### config.mk
export PLATFORM = sky130hd
export DESIGN_NAME = cap_led_display
export DESIGN_NICKNAME = d
export VERILOG_FILES = /design/src/rtl/cld_pkg.sv /design/src/rtl/cld_tick_gen.sv /design/src/rtl/cld_level_calc.sv /design/src/rtl/cld_phase_timer.sv /design/src/rtl/cap_led_display.sv
export SDC_FILE = /design/constraint.sdc
export NUM_CORES = 1
export LEC_CHECK = 0
export BUFFER_PORTS_ARGS = -buffer_cell sky130_fd_sc_hd__buf_2
export CORE_MARGIN = 1.5
export CORE_UTILIZATION = 60
export CTS_CLUSTER_DIAMETER = 60
export DETAILED_ROUTE_END_ITERATION = 6
export GPL_TIMING_DRIVEN = 1
export PLACE_DENSITY = 0.83
export SLEW_MARGIN = 40
export SYNTH_ARGS = -nofsm -noshare
export SYNTH_HDL_FRONTEND = slang
export SYNTH_SLANG_ARGS = --single-unit
### constraint.sdc
create_clock -name clk -period 5.23 [get_ports clk]
set_input_delay 0 -clock clk [delete_from_list [all_inputs] [get_ports clk]]
set_output_delay 0 -clock clk [all_outputs]
set_load 0.01 [all_outputs]
### src/rtl/cld_pkg.sv
// Package: shared mode encoding and timing constants for the LED capacity
// display. All timing constants count ticks of a 1 kHz enable.
package cld_pkg;

    // Decoded state of the three-state display pin.
    typedef enum logic [1:0] {
        DM_LOW      = 2'b00,
        DM_HIGH     = 2'b01,
        DM_FLOAT    = 2'b10,
        DM_HIGH_ALT = 2'b11
    } disp_mode_e;

    localparam int TICK_HZ        = 1000; // tick enable rate
    localparam int MUX_TICKS      = 10;   // multiplex frame, 100 Hz
    localparam int BANK_ON_TICKS  = 3;    // 30% of the frame per bank
    localparam int BANK_B_START   = 5;    // bank B phase offset in the frame
    localparam int BLINK_TICKS    = 250;  // low-battery blink period, 4 Hz
    localparam int ONESHOT_TICKS  = 4000; // on-time after a low-mode request

endpackage

### src/rtl/cld_tick_gen.sv
// Module: cld_tick_gen
// Produces a one-cycle enable every DIV clocks.
// Assumes DIV >= 1. A DIV of 1 gives an enable on every cycle.
module cld_tick_gen #(
    parameter int DIV = 1000
) (
    input  logic clk,
    input  logic rst_n,
    output logic tick_o
);
    localparam int CW = (DIV > 1) ? $clog2(DIV) : 1;

    logic [CW-1:0] cnt_q;

    // Free-running divider that wraps at DIV-1.
    always_ff @(posedge clk) begin
        if (!rst_n)                      cnt_q <= '0;
        else if (cnt_q == CW'(DIV - 1))  cnt_q <= '0;
        else                             cnt_q <= cnt_q + 1'b1;
    end

    assign tick_o = (cnt_q == CW'(DIV - 1));

    p_tick_range_r8: assert property (@(posedge clk) disable iff (!rst_n)
        cnt_q <= CW'(DIV - 1));

endmodule

### src/rtl/cld_level_calc.sv
// Module: cld_level_calc
// Turns remaining/full capacity into a thermometer of lit segments.
// Bit k is set when remain*NUM_SEG > k*full, which is the same as
// k < ceil(NUM_SEG*remain/full). The result caps itself at NUM_SEG.
// Assumes purely combinational use. The caller registers the result.
module cld_level_calc #(
    parameter int CAP_W   = 16,
    parameter int NUM_SEG = 5
) (
    input  logic [CAP_W-1:0]   remain_i,
    input  logic [CAP_W-1:0]   full_i,
    output logic [NUM_SEG-1:0] lit_o
);
    localparam int PW = CAP_W + $clog2(NUM_SEG + 1);

    logic [PW-1:0] scaled_rem;
    logic          full_nz;

    assign scaled_rem = PW'(remain_i) * PW'(NUM_SEG);
    assign full_nz    = (full_i != '0);

    // One comparator per segment threshold.
    for (genvar k = 0; k < NUM_SEG; k++) begin : g_thr
        logic [PW-1:0] thr;
        assign thr      = PW'(full_i) * PW'(k);
        assign lit_o[k] = full_nz && (scaled_rem > thr);
    end

endmodule

### src/rtl/cld_phase_timer.sv
// Module: cld_phase_timer
// Holds the three tick-driven time bases: the bank multiplex phase, the
// low-battery blink phase, and the display one-shot. trig_i loads the
// one-shot to its full length, so a retrigger restarts it.
// Assumes tick_i is a one-cycle enable at TICK_HZ.
module cld_phase_timer
    import cld_pkg::*;
(
    input  logic clk,
    input  logic rst_n,
    input  logic tick_i,
    input  logic trig_i,
    output logic bank_a_o,
    output logic bank_b_o,
    output logic blink_o,
    output logic hold_o
);
    localparam int MW = $clog2(MUX_TICKS);
    localparam int BW = $clog2(BLINK_TICKS);
    localparam int OW = $clog2(ONESHOT_TICKS + 1);

    logic [MW-1:0] mux_ph_q;
    logic [BW-1:0] blk_ph_q;
    logic [OW-1:0] os_cnt_q;

    // Multiplex phase counts through one frame per MUX_TICKS ticks.
    always_ff @(posedge clk) begin
        if (!rst_n) mux_ph_q <= '0;
        else if (tick_i)
            mux_ph_q <= (mux_ph_q == MW'(MUX_TICKS - 1)) ? '0 : mux_ph_q + 1'b1;
    end

    // Blink phase counts through one blink period.
    always_ff @(posedge clk) begin
        if (!rst_n) blk_ph_q <= '0;
        else if (tick_i)
            blk_ph_q <= (blk_ph_q == BW'(BLINK_TICKS - 1)) ? '0 : blk_ph_q + 1'b1;
    end

    // One-shot: load on trigger, count down on ticks to zero.
    always_ff @(posedge clk) begin
        if (!rst_n)                         os_cnt_q <= '0;
        else if (trig_i)                    os_cnt_q <= OW'(ONESHOT_TICKS);
        else if (tick_i && os_cnt_q != '0)  os_cnt_q <= os_cnt_q - 1'b1;
    end

    assign bank_a_o = (mux_ph_q < MW'(BANK_ON_TICKS));
    assign bank_b_o = (mux_ph_q >= MW'(BANK_B_START)) &&
                      (mux_ph_q <  MW'(BANK_B_START + BANK_ON_TICKS));
    assign blink_o  = (blk_ph_q < BW'(BLINK_TICKS / 2));
    assign hold_o   = (os_cnt_q != '0);

    p_banks_exclusive_r7: assert property (@(posedge clk) disable iff (!rst_n)
        !(bank_a_o && bank_b_o));

    p_restart_load_r6: assert property (@(posedge clk) disable iff (!rst_n)
        trig_i |=> (os_cnt_q == OW'(ONESHOT_TICKS)));

    p_hold_decay_r5: assert property (@(posedge clk) disable iff (!rst_n)
        (!trig_i && tick_i && os_cnt_q != '0) |=> (os_cnt_q == $past(os_cnt_q) - 1'b1));

    p_mux_wrap_r8: assert property (@(posedge clk) disable iff (!rst_n)
        (tick_i && mux_ph_q == MW'(MUX_TICKS - 1)) |=> (mux_ph_q == '0));

endmodule

### src/rtl/cap_led_display.sv
// Module: cap_led_display (top)
// Five-segment relative capacity display with two-bank multiplexing,
// a low-mode one-shot, a low-battery blink on segment 1 and a blanking
// flag. The outputs are registered, so seg_o follows the inputs one clock later.
// Assumes CLK_HZ is a multiple of the 1 kHz tick rate and mode_i is
// already synchronised to clk.
module cap_led_display
    import cld_pkg::*;
#(
    parameter int CLK_HZ  = 1_000_000,
    parameter int CAP_W   = 16,
    parameter int NUM_SEG = 5
) (
    input  logic               clk,
    input  logic               rst_n,
    input  logic [CAP_W-1:0]   remain_i,
    input  logic [CAP_W-1:0]   full_i,
    input  logic [1:0]         mode_i,
    input  logic               chg_i,
    input  logic               edv1_i,
    input  logic               edvf_i,
    output logic [NUM_SEG-1:0] seg_o
);
    localparam int TICK_DIV = CLK_HZ / TICK_HZ;

    disp_mode_e         mode_cur, mode_q;
    logic               tick, trig, show;
    logic               bank_a, bank_b, blink, hold;
    logic               mode_dark;
    logic [NUM_SEG-1:0] lit, seg_d;

    assign mode_cur = disp_mode_e'(mode_i);

    cld_tick_gen #(.DIV(TICK_DIV)) u_tick (
        .clk    (clk),
        .rst_n  (rst_n),
        .tick_o (tick)
    );

    cld_level_calc #(.CAP_W(CAP_W), .NUM_SEG(NUM_SEG)) u_level (
        .remain_i (remain_i),
        .full_i   (full_i),
        .lit_o    (lit)
    );

    cld_phase_timer u_timer (
        .clk      (clk),
        .rst_n    (rst_n),
        .tick_i   (tick),
        .trig_i   (trig),
        .bank_a_o (bank_a),
        .bank_b_o (bank_b),
        .blink_o  (blink),
        .hold_o   (hold)
    );

    // Remember the previous mode so that only an entry into low triggers.
    always_ff @(posedge clk) begin
        if (!rst_n) mode_q <= DM_HIGH;
        else        mode_q <= mode_cur;
    end

    assign trig      = (mode_cur == DM_LOW) && (mode_q != DM_LOW);
    assign mode_dark = (mode_cur == DM_HIGH) || (mode_cur == DM_HIGH_ALT);
    assign show      = !edvf_i && !mode_dark &&
                       (((mode_cur == DM_FLOAT) && chg_i) || hold);

    // Per-segment gating: bank by index parity, blink on the first segment.
    for (genvar k = 0; k < NUM_SEG; k++) begin : g_seg
        logic bank_on, blink_ok;
        if (k % 2 == 0) begin : g_bank_a
            assign bank_on = bank_a;
        end else begin : g_bank_b
            assign bank_on = bank_b;
        end
        if (k == 0) begin : g_blink
            assign blink_ok = !edv1_i || blink;
        end else begin : g_steady
            assign blink_ok = 1'b1;
        end
        assign seg_d[k] = show && lit[k] && bank_on && blink_ok;
    end

    // Output register for glitch-free segment drive.
    always_ff @(posedge clk) begin
        if (!rst_n) seg_o <= '0;
        else        seg_o <= seg_d;
    end

    p_high_dark_r3: assert property (@(posedge clk) disable iff (!rst_n)
        (mode_i == 2'b01 || mode_i == 2'b11) |=> (seg_o == '0));

    p_edvf_dark_r10: assert property (@(posedge clk) disable iff (!rst_n)
        edvf_i |=> (seg_o == '0));

    p_empty_dark_r2: assert property (@(posedge clk) disable iff (!rst_n)
        (full_i == '0) |=> (seg_o == '0));

    p_float_idle_r4: assert property (@(posedge clk) disable iff (!rst_n)
        (mode_i == 2'b10 && !chg_i && !hold) |=> (seg_o == '0));

    p_thermo_r1: assert property (@(posedge clk) disable iff (!rst_n)
        ((lit & (lit + 1'b1)) == '0));

endmodule

### Word level (Yosys, flattened, before mapping)

Index checks and enable logic that the tools add are counted.
Widths: inputs -> output; s select.

| word-level totals | value |
|---|---|
| register bits after elaboration | 41 |
| input port bits | 39 |
| output and inout bits | 5 |
| logic and storage cells | 68 |

| operators by class | value |
|---|---|
| $add $sub $neg | 4 |
| multiply operators | 2 |
| order comparisons | 9 |
| equality and inequality tests | 6 |
| muxes and demuxes | 4 |
| bitwise logic cells | 1 |
| reduce and logical (&&, ||, !) cells | 35 |

Operators by type and width:

| kind | number |
|---|---|
| $gt 19x18->1 | 2 |
| $mux 12 | 2 |
| $logic_and 1x1->1 | 22 |
| $gt 19x1->1 const B | 1 |
| $gt 19x16->1 | 1 |
| $gt 19x17->1 | 1 |
| $mul 16x3->19 const B | 1 |
| $mul 16x2->18 const B | 1 |
| $reduce_bool 16->1 | 1 |
| $reduce_bool 12->1 | 1 |
| $sub 12x1->12 const B | 1 |
| $add 10x1->10 const B | 1 |
| $eq 10x10->1 const B | 1 |
| $add 8x1->8 const B | 1 |
| $eq 8x8->1 const B | 1 |
| $lt 8x7->1 const B | 1 |
| $mux 8 | 1 |
| $add 4x1->4 const B | 1 |
| $eq 2x2->1 const B | 2 |
| $eq 4x4->1 const B | 1 |
| $ge 4x3->1 const B | 1 |
| $lt 4x2->1 const B | 1 |
| $lt 4x4->1 const B | 1 |
| $mux 4 | 1 |
| 7 further kinds | 13 |

### Longest topological paths before layout

| logic depth | value |
|---|---|
| depth after elaboration | 8 |
| depth in mapped cells | 17 |
| depth with buffers taken out | 17 |

### Cells and area by module

From an unflattened synthesis, not the netlist that was laid out.

| second synthesis, totals | value |
|---|---|
| cell total of the unflattened synthesis | 617 |
| area, all modules | 5152.4 um^2 |

Modules (own cells, without submodules):

| module | instances | cells each | area an instance (um^2) | sequential area each (um^2) |
|---|---|---|---|---|
| cld_level_calc | 1 | 404 | 3226.8 | 0.0 |
| cld_phase_timer | 1 | 139 | 1188.6 | 480.5 |
| cld_tick_gen | 1 | 54 | 478.0 | 200.2 |
| cap_led_display | 1 | 20 | 259.0 | 140.1 |

### Least setup slack after synthesis

OpenSTA, ideal clock, no wires.

| timing path | value |
|---|---|
| kind | input-to-reg |
| start point | in remain_i[1] |
| end point | reg seg_o[2] |
| setup time | 59 ps |
| arrival | 3179 ps |
| data required time | 5171 ps |
| slack | 1992 ps |
| stages | 16 |
| path buffers | 0 |
| cell sequence | ha_1 -> ha_1 -> inv_1 -> fa_1 -> nand2b_1 -> a21o_1 -> and4b_1 -> nor2_1 -> o311ai_0 -> ha_1 -> nand4_1 -> nor3_1 -> a222oi_1 -> a21oi_1 -> o211ai_1 -> o311a_1 |

| between the ends | value |
|---|---|
| cells in the longest elaborated chain, start to end | 5 |

RTL lines:

| what | RTL line | text |
|---|---|---|
| from (decl) | cap_led_display.sv:16 | `input logic [CAP_W-1:0] remain_i,` |
| $mul 16x3->19 | cld_level_calc.sv:19 | `assign scaled_rem = PW'(remain_i) * PW'(NUM_SEG);` |
| $gt 19x17->1 | cld_level_calc.sv:26 | `assign lit_o[k] = full_nz && (scaled_rem > thr);` |
| $logic_and 1x1->1 | cld_level_calc.sv:26 |  |
| $logic_and 1x1->1 (2 in a row) | cap_led_display.sv:81 | `assign seg_d[k] = show && lit[k] && bank_on && blink_ok;` |
| to (signal assigned) | cap_led_display.sv:87 | `else seg_o <= seg_d;` |
| to (decl) | cap_led_display.sv:22 | `output logic [NUM_SEG-1:0] seg_o` |

No other way between the ends.
A chain may end at the register's enable or synchronous reset.

### Final worst setup path

| timing path | value |
|---|---|
| start point | in remain_i[5] |
| end point | reg seg_o[2] |

Same word-level chain as after synthesis.

==> flow_summary_export.csv <==
group,metric,value,unit
power_and_ir_drop,switching_share,41.79,%
synth,ys_ff_latch,41,
cts,cts_made_buffers,5,
cts,clockRootBuffer,"clkbuf_8",
place,dpl_worst_slack,1375,ps
cts,clockBufferDepth,2,
cts,ctsHtreeMaxLevel,2,
hold_path,hold_path.class,"in -> reg",
power_and_ir_drop,leakagePower,2.596,nW
worst_setup_path,slowest_stage,"ha_1",
grt,antenna_found_initial,0,
worst_setup_path,end_kind,"flip-flop",
cts,worstSkewPairLatency,300,ps
sta,rsz0062_at_grt,"no",
final_layout,num_antenna_cells,0,
cts,cts.sinks,41,
power_and_ir_drop,combPwrFrac,55.4,%
sta,min_period,3664,ps
power_and_ir_drop,power_frac_seq,26.6,%
sta,worst_pin_slew,841.4,ps
final_layout,synthToLayoutAreaGrowth,8.530,%
drt,avgViaCountPerCell,6.096,
synth,syn_nets,782,
power_and_ir_drop,power_frac_clock,18.0,%
synth,syn-cell-area,5090,sq um
sta,period_share,70.05,%
synth,ys_warn_count,0,
drt,wl_per_cell,15.62,um
synth,yosysSeqAreaShare,16.13,%
worst_setup_path,crit_type,"in -> reg",
run_status,status,"finished clean",
sta,setup_viol,0,
sta,drv_slew,0,
cts,clk_pin_slew_worst_paths,80,ps
worst_setup_path,cp-start-kind,"input port",
worst_setup_path,cp.arrival,3860,ps
floorplan,die_height,95.11,um
drt,drt_wl_total,12010,um
worst_setup_path,critPathRequiredTime,5420,ps
power_and_ir_drop,peakVddDrop,0.1606,mV
sta,clock_skew,8.918,ps
floorplan,die_area,9045,sq um
grt,grt_max_degree,19,
floorplan,core,8217,sq um
synth,ys_types,56,
worst_setup_path,max_stage_delay,420,ps
power_and_ir_drop,intPower,0.0007103,W
floorplan,pin_count,44,
floorplan,die_x,95.11,um
worst_setup_path,worstPathMaxFanout,8,
cts,ctsHoldBuffers,2,
cts,cts_resized,0,
final_layout,nFillCells,703,
floorplan,start_util,61.95,%
worst_setup_path,path_cells,"buf_2 > ha_1 > ha_1 > nand3_1 > o211ai_1 > and3_1 > o2111ai_1 > a31oi_1 > nor2_1 > xnor2_1 > ha_1 > a211o_1 > a21oi_1 > o2111ai_1 > nand2_1 > nand3_1 > o311a_1",
synth,synthArstFlopShare,0,%
hold_path,holdPathStages,4,
sta,hold_viol_final,0,
sta,max_freq,273.0,MHz
place,portBuffers,43,
worst_setup_path,reg2regPathDepth,8,
sta,tns,0,ps
grt,grt_use_total,26.88,%
synth,synth_edf_count,0,
cts,cts_setup_buffers,0,
worst_setup_path,cp_top_family,"compound AO/OA/AOI/OAI gates",
final_layout,drive_above_1_share,9.187,%
place,globalplace.congestion,1.006,
drt,drc,0,
floorplan,rows,33,
final_layout,post-route-util,67.23,%
grt,overflow,0,
sta,fin_ws,1566,ps
synth,synthCells,617,
drt,ant_nets,0,
drt,drtPass1Iterations,5,
worst_setup_path,cp.depth,17,
grt,grt_pass1_wl,19410,um
synth,synth_ff_type,"dfxtp_1",
flow_run,drv_cap,0,
drt,vias,4688,
place,hpwl,10070,um
sta,hold_slack,33.31,ps
power_and_ir_drop,switchingPower,0.0005100,W
power_and_ir_drop,powerDensity,220.9,nW/um^2
grt,grt_pass1_vias,4343,
final_layout,final_net_count,828,
drt,drt_first_iter_violations,214,
worst_setup_path,cpMostUsedCell,"ha_1",
cts,cts_tree,"yes",
synth,syn-mean-instance-area,8.249,sq um
worst_setup_path,worst-path-buf-inv,1,
sta,slew_headroom,42.46,%
==> final timing paths <==
kind                         from  slack [ps]             endpoint
setup / recovery      remain_i[5]        1570             seg_o[2]
hold / removal             edv1_i          30             seg_o[0]
setup reg to reg  u_tick.cnt_q[0]        2780  u_timer.os_cnt_q[5]
hold reg to reg   u_tick.cnt_q[0]         480      u_tick.cnt_q[0]
==> Yosys cell counts (all sizes together), types with 14 or more instances <==
cell type | count | area [sq um]
ha | 124 | 1551
nor2 | 48 | 180.2
inv | 46 | 172.7
dfxtp | 41 | 820.8
a21oi | 39 | 195.2
o21ai | 32 | 160.2
xnor2 | 26 | 227.7
nand2 | 25 | 96.35
nand4 | 23 | 150.1
a21o | 22 | 165.2
nand3 | 22 | 110.1
xor2 | 20 | 175.2
nor2b | 17 | 108.9
nor3 | 14 | 81.33
==> layer usage <==
layer	vias up	part of all wire [%]	track usage, %
met5	-	0	0
li1	2366	-	-
met2	118	47	46.69
met1	2173	46	33.57
met3	31	4.3	3.270
met4	0	2.6	10.32
==> worst reg2reg max path, cell delays in order, from the launching register on <==
cell and delay, ps:
dfxtp_1 380, ha_1 230, nand4b_1 200, nor3_4 380
nor2b_2 400, nand2_2 90, or4_4 420, xor2_1 140
a21boi_1 70
==> cell type report <==
type / count / area [sq um] / share of cell area [%]
inverter: 46 / 172.7 / 3.126
clock buffer: 6 / 82.58 / 1.495
timing repair buffer: 45 / 235.2 / 4.258
sequential: 41 / 820.8 / 14.86
clock inverter: 2 / 13.76 / 0.2492
tap: 105 / 131.4 / 2.378
multi-input combinational: 524 / 4068 / 73.64
==> kinds of logic after synthesis <==
| family | Yosys count | share of synthesized area [%] |
|---|---|---|
| xor+xnor | 46 | 7.916 |
| buf+inv | 52 | 3.982 |
| simple gates | 201 | 21.44 |
| flops | 41 | 16.13 |
| fa+ha+maj | 126 | 31.27 |
| compound gates | 151 | 19.27 |
==> layout by cell type, fill, tap and decap left out, types with 6 or more instances in the layout <==
cell type / n
a21boi_0: 7
a21o_1: 22
a21oi_1: 39
a31oi_1: 7
and2_1: 8
and3_1: 8
buf_2: 43
clkbuf_8: 6
dfxtp_1: 41
ha_1: 124
inv_1: 46
nand2_1: 24
nand2b_1: 7
nand3_1: 22
nand4_1: 22
nor2_1: 48
nor2b_1: 16
nor3_1: 13
o211ai_1: 8
o21a_1: 6
o21ai_0: 32
or3_1: 8
xnor2_1: 26
xor2_1: 20
==> registers in the layout, indices dropped and copies added (netlist names) <==
| register | cells |
|---|---|
| u_timer.blk_ph_q | 8 |
| seg_o | 5 |
| u_timer.os_cnt_q | 12 |
| mode_q | 2 |
| u_timer.mux_ph_q | 4 |
| u_tick.cnt_q | 10 |
==> metrics by stage <==
stage / cells / area [sq um] / total power (W)
floorplan: 617 / 5090 / 0.0008101
global placement: 759 / 5406 / 0.0009629
detailed placement: 759 / 5406 / 0.0009878
CTS: 769 / 5523 / 0.001212
global route: 769 / 5524 / 0.001313
finish: 769 / 5524 / 0.001220
==> power groups by stage <==
| stage | clock network (W) | registers [W] | logic, W |
|---|---|---|---|
| final | 0.000220 | 0.000324 | 0.000676 |
| after global placement | 0 | 0.000331 | 0.000632 |
| after detailed placement | 0 | 0.000332 | 0.000656 |
| after CTS | 0.000223 | 0.000324 | 0.000665 |
| after floorplan | 0 | 0.000331 | 0.000479 |
| after global routing | 0.000235 | 0.000325 | 0.000753 |
Power figures use the tool's default switching activity.
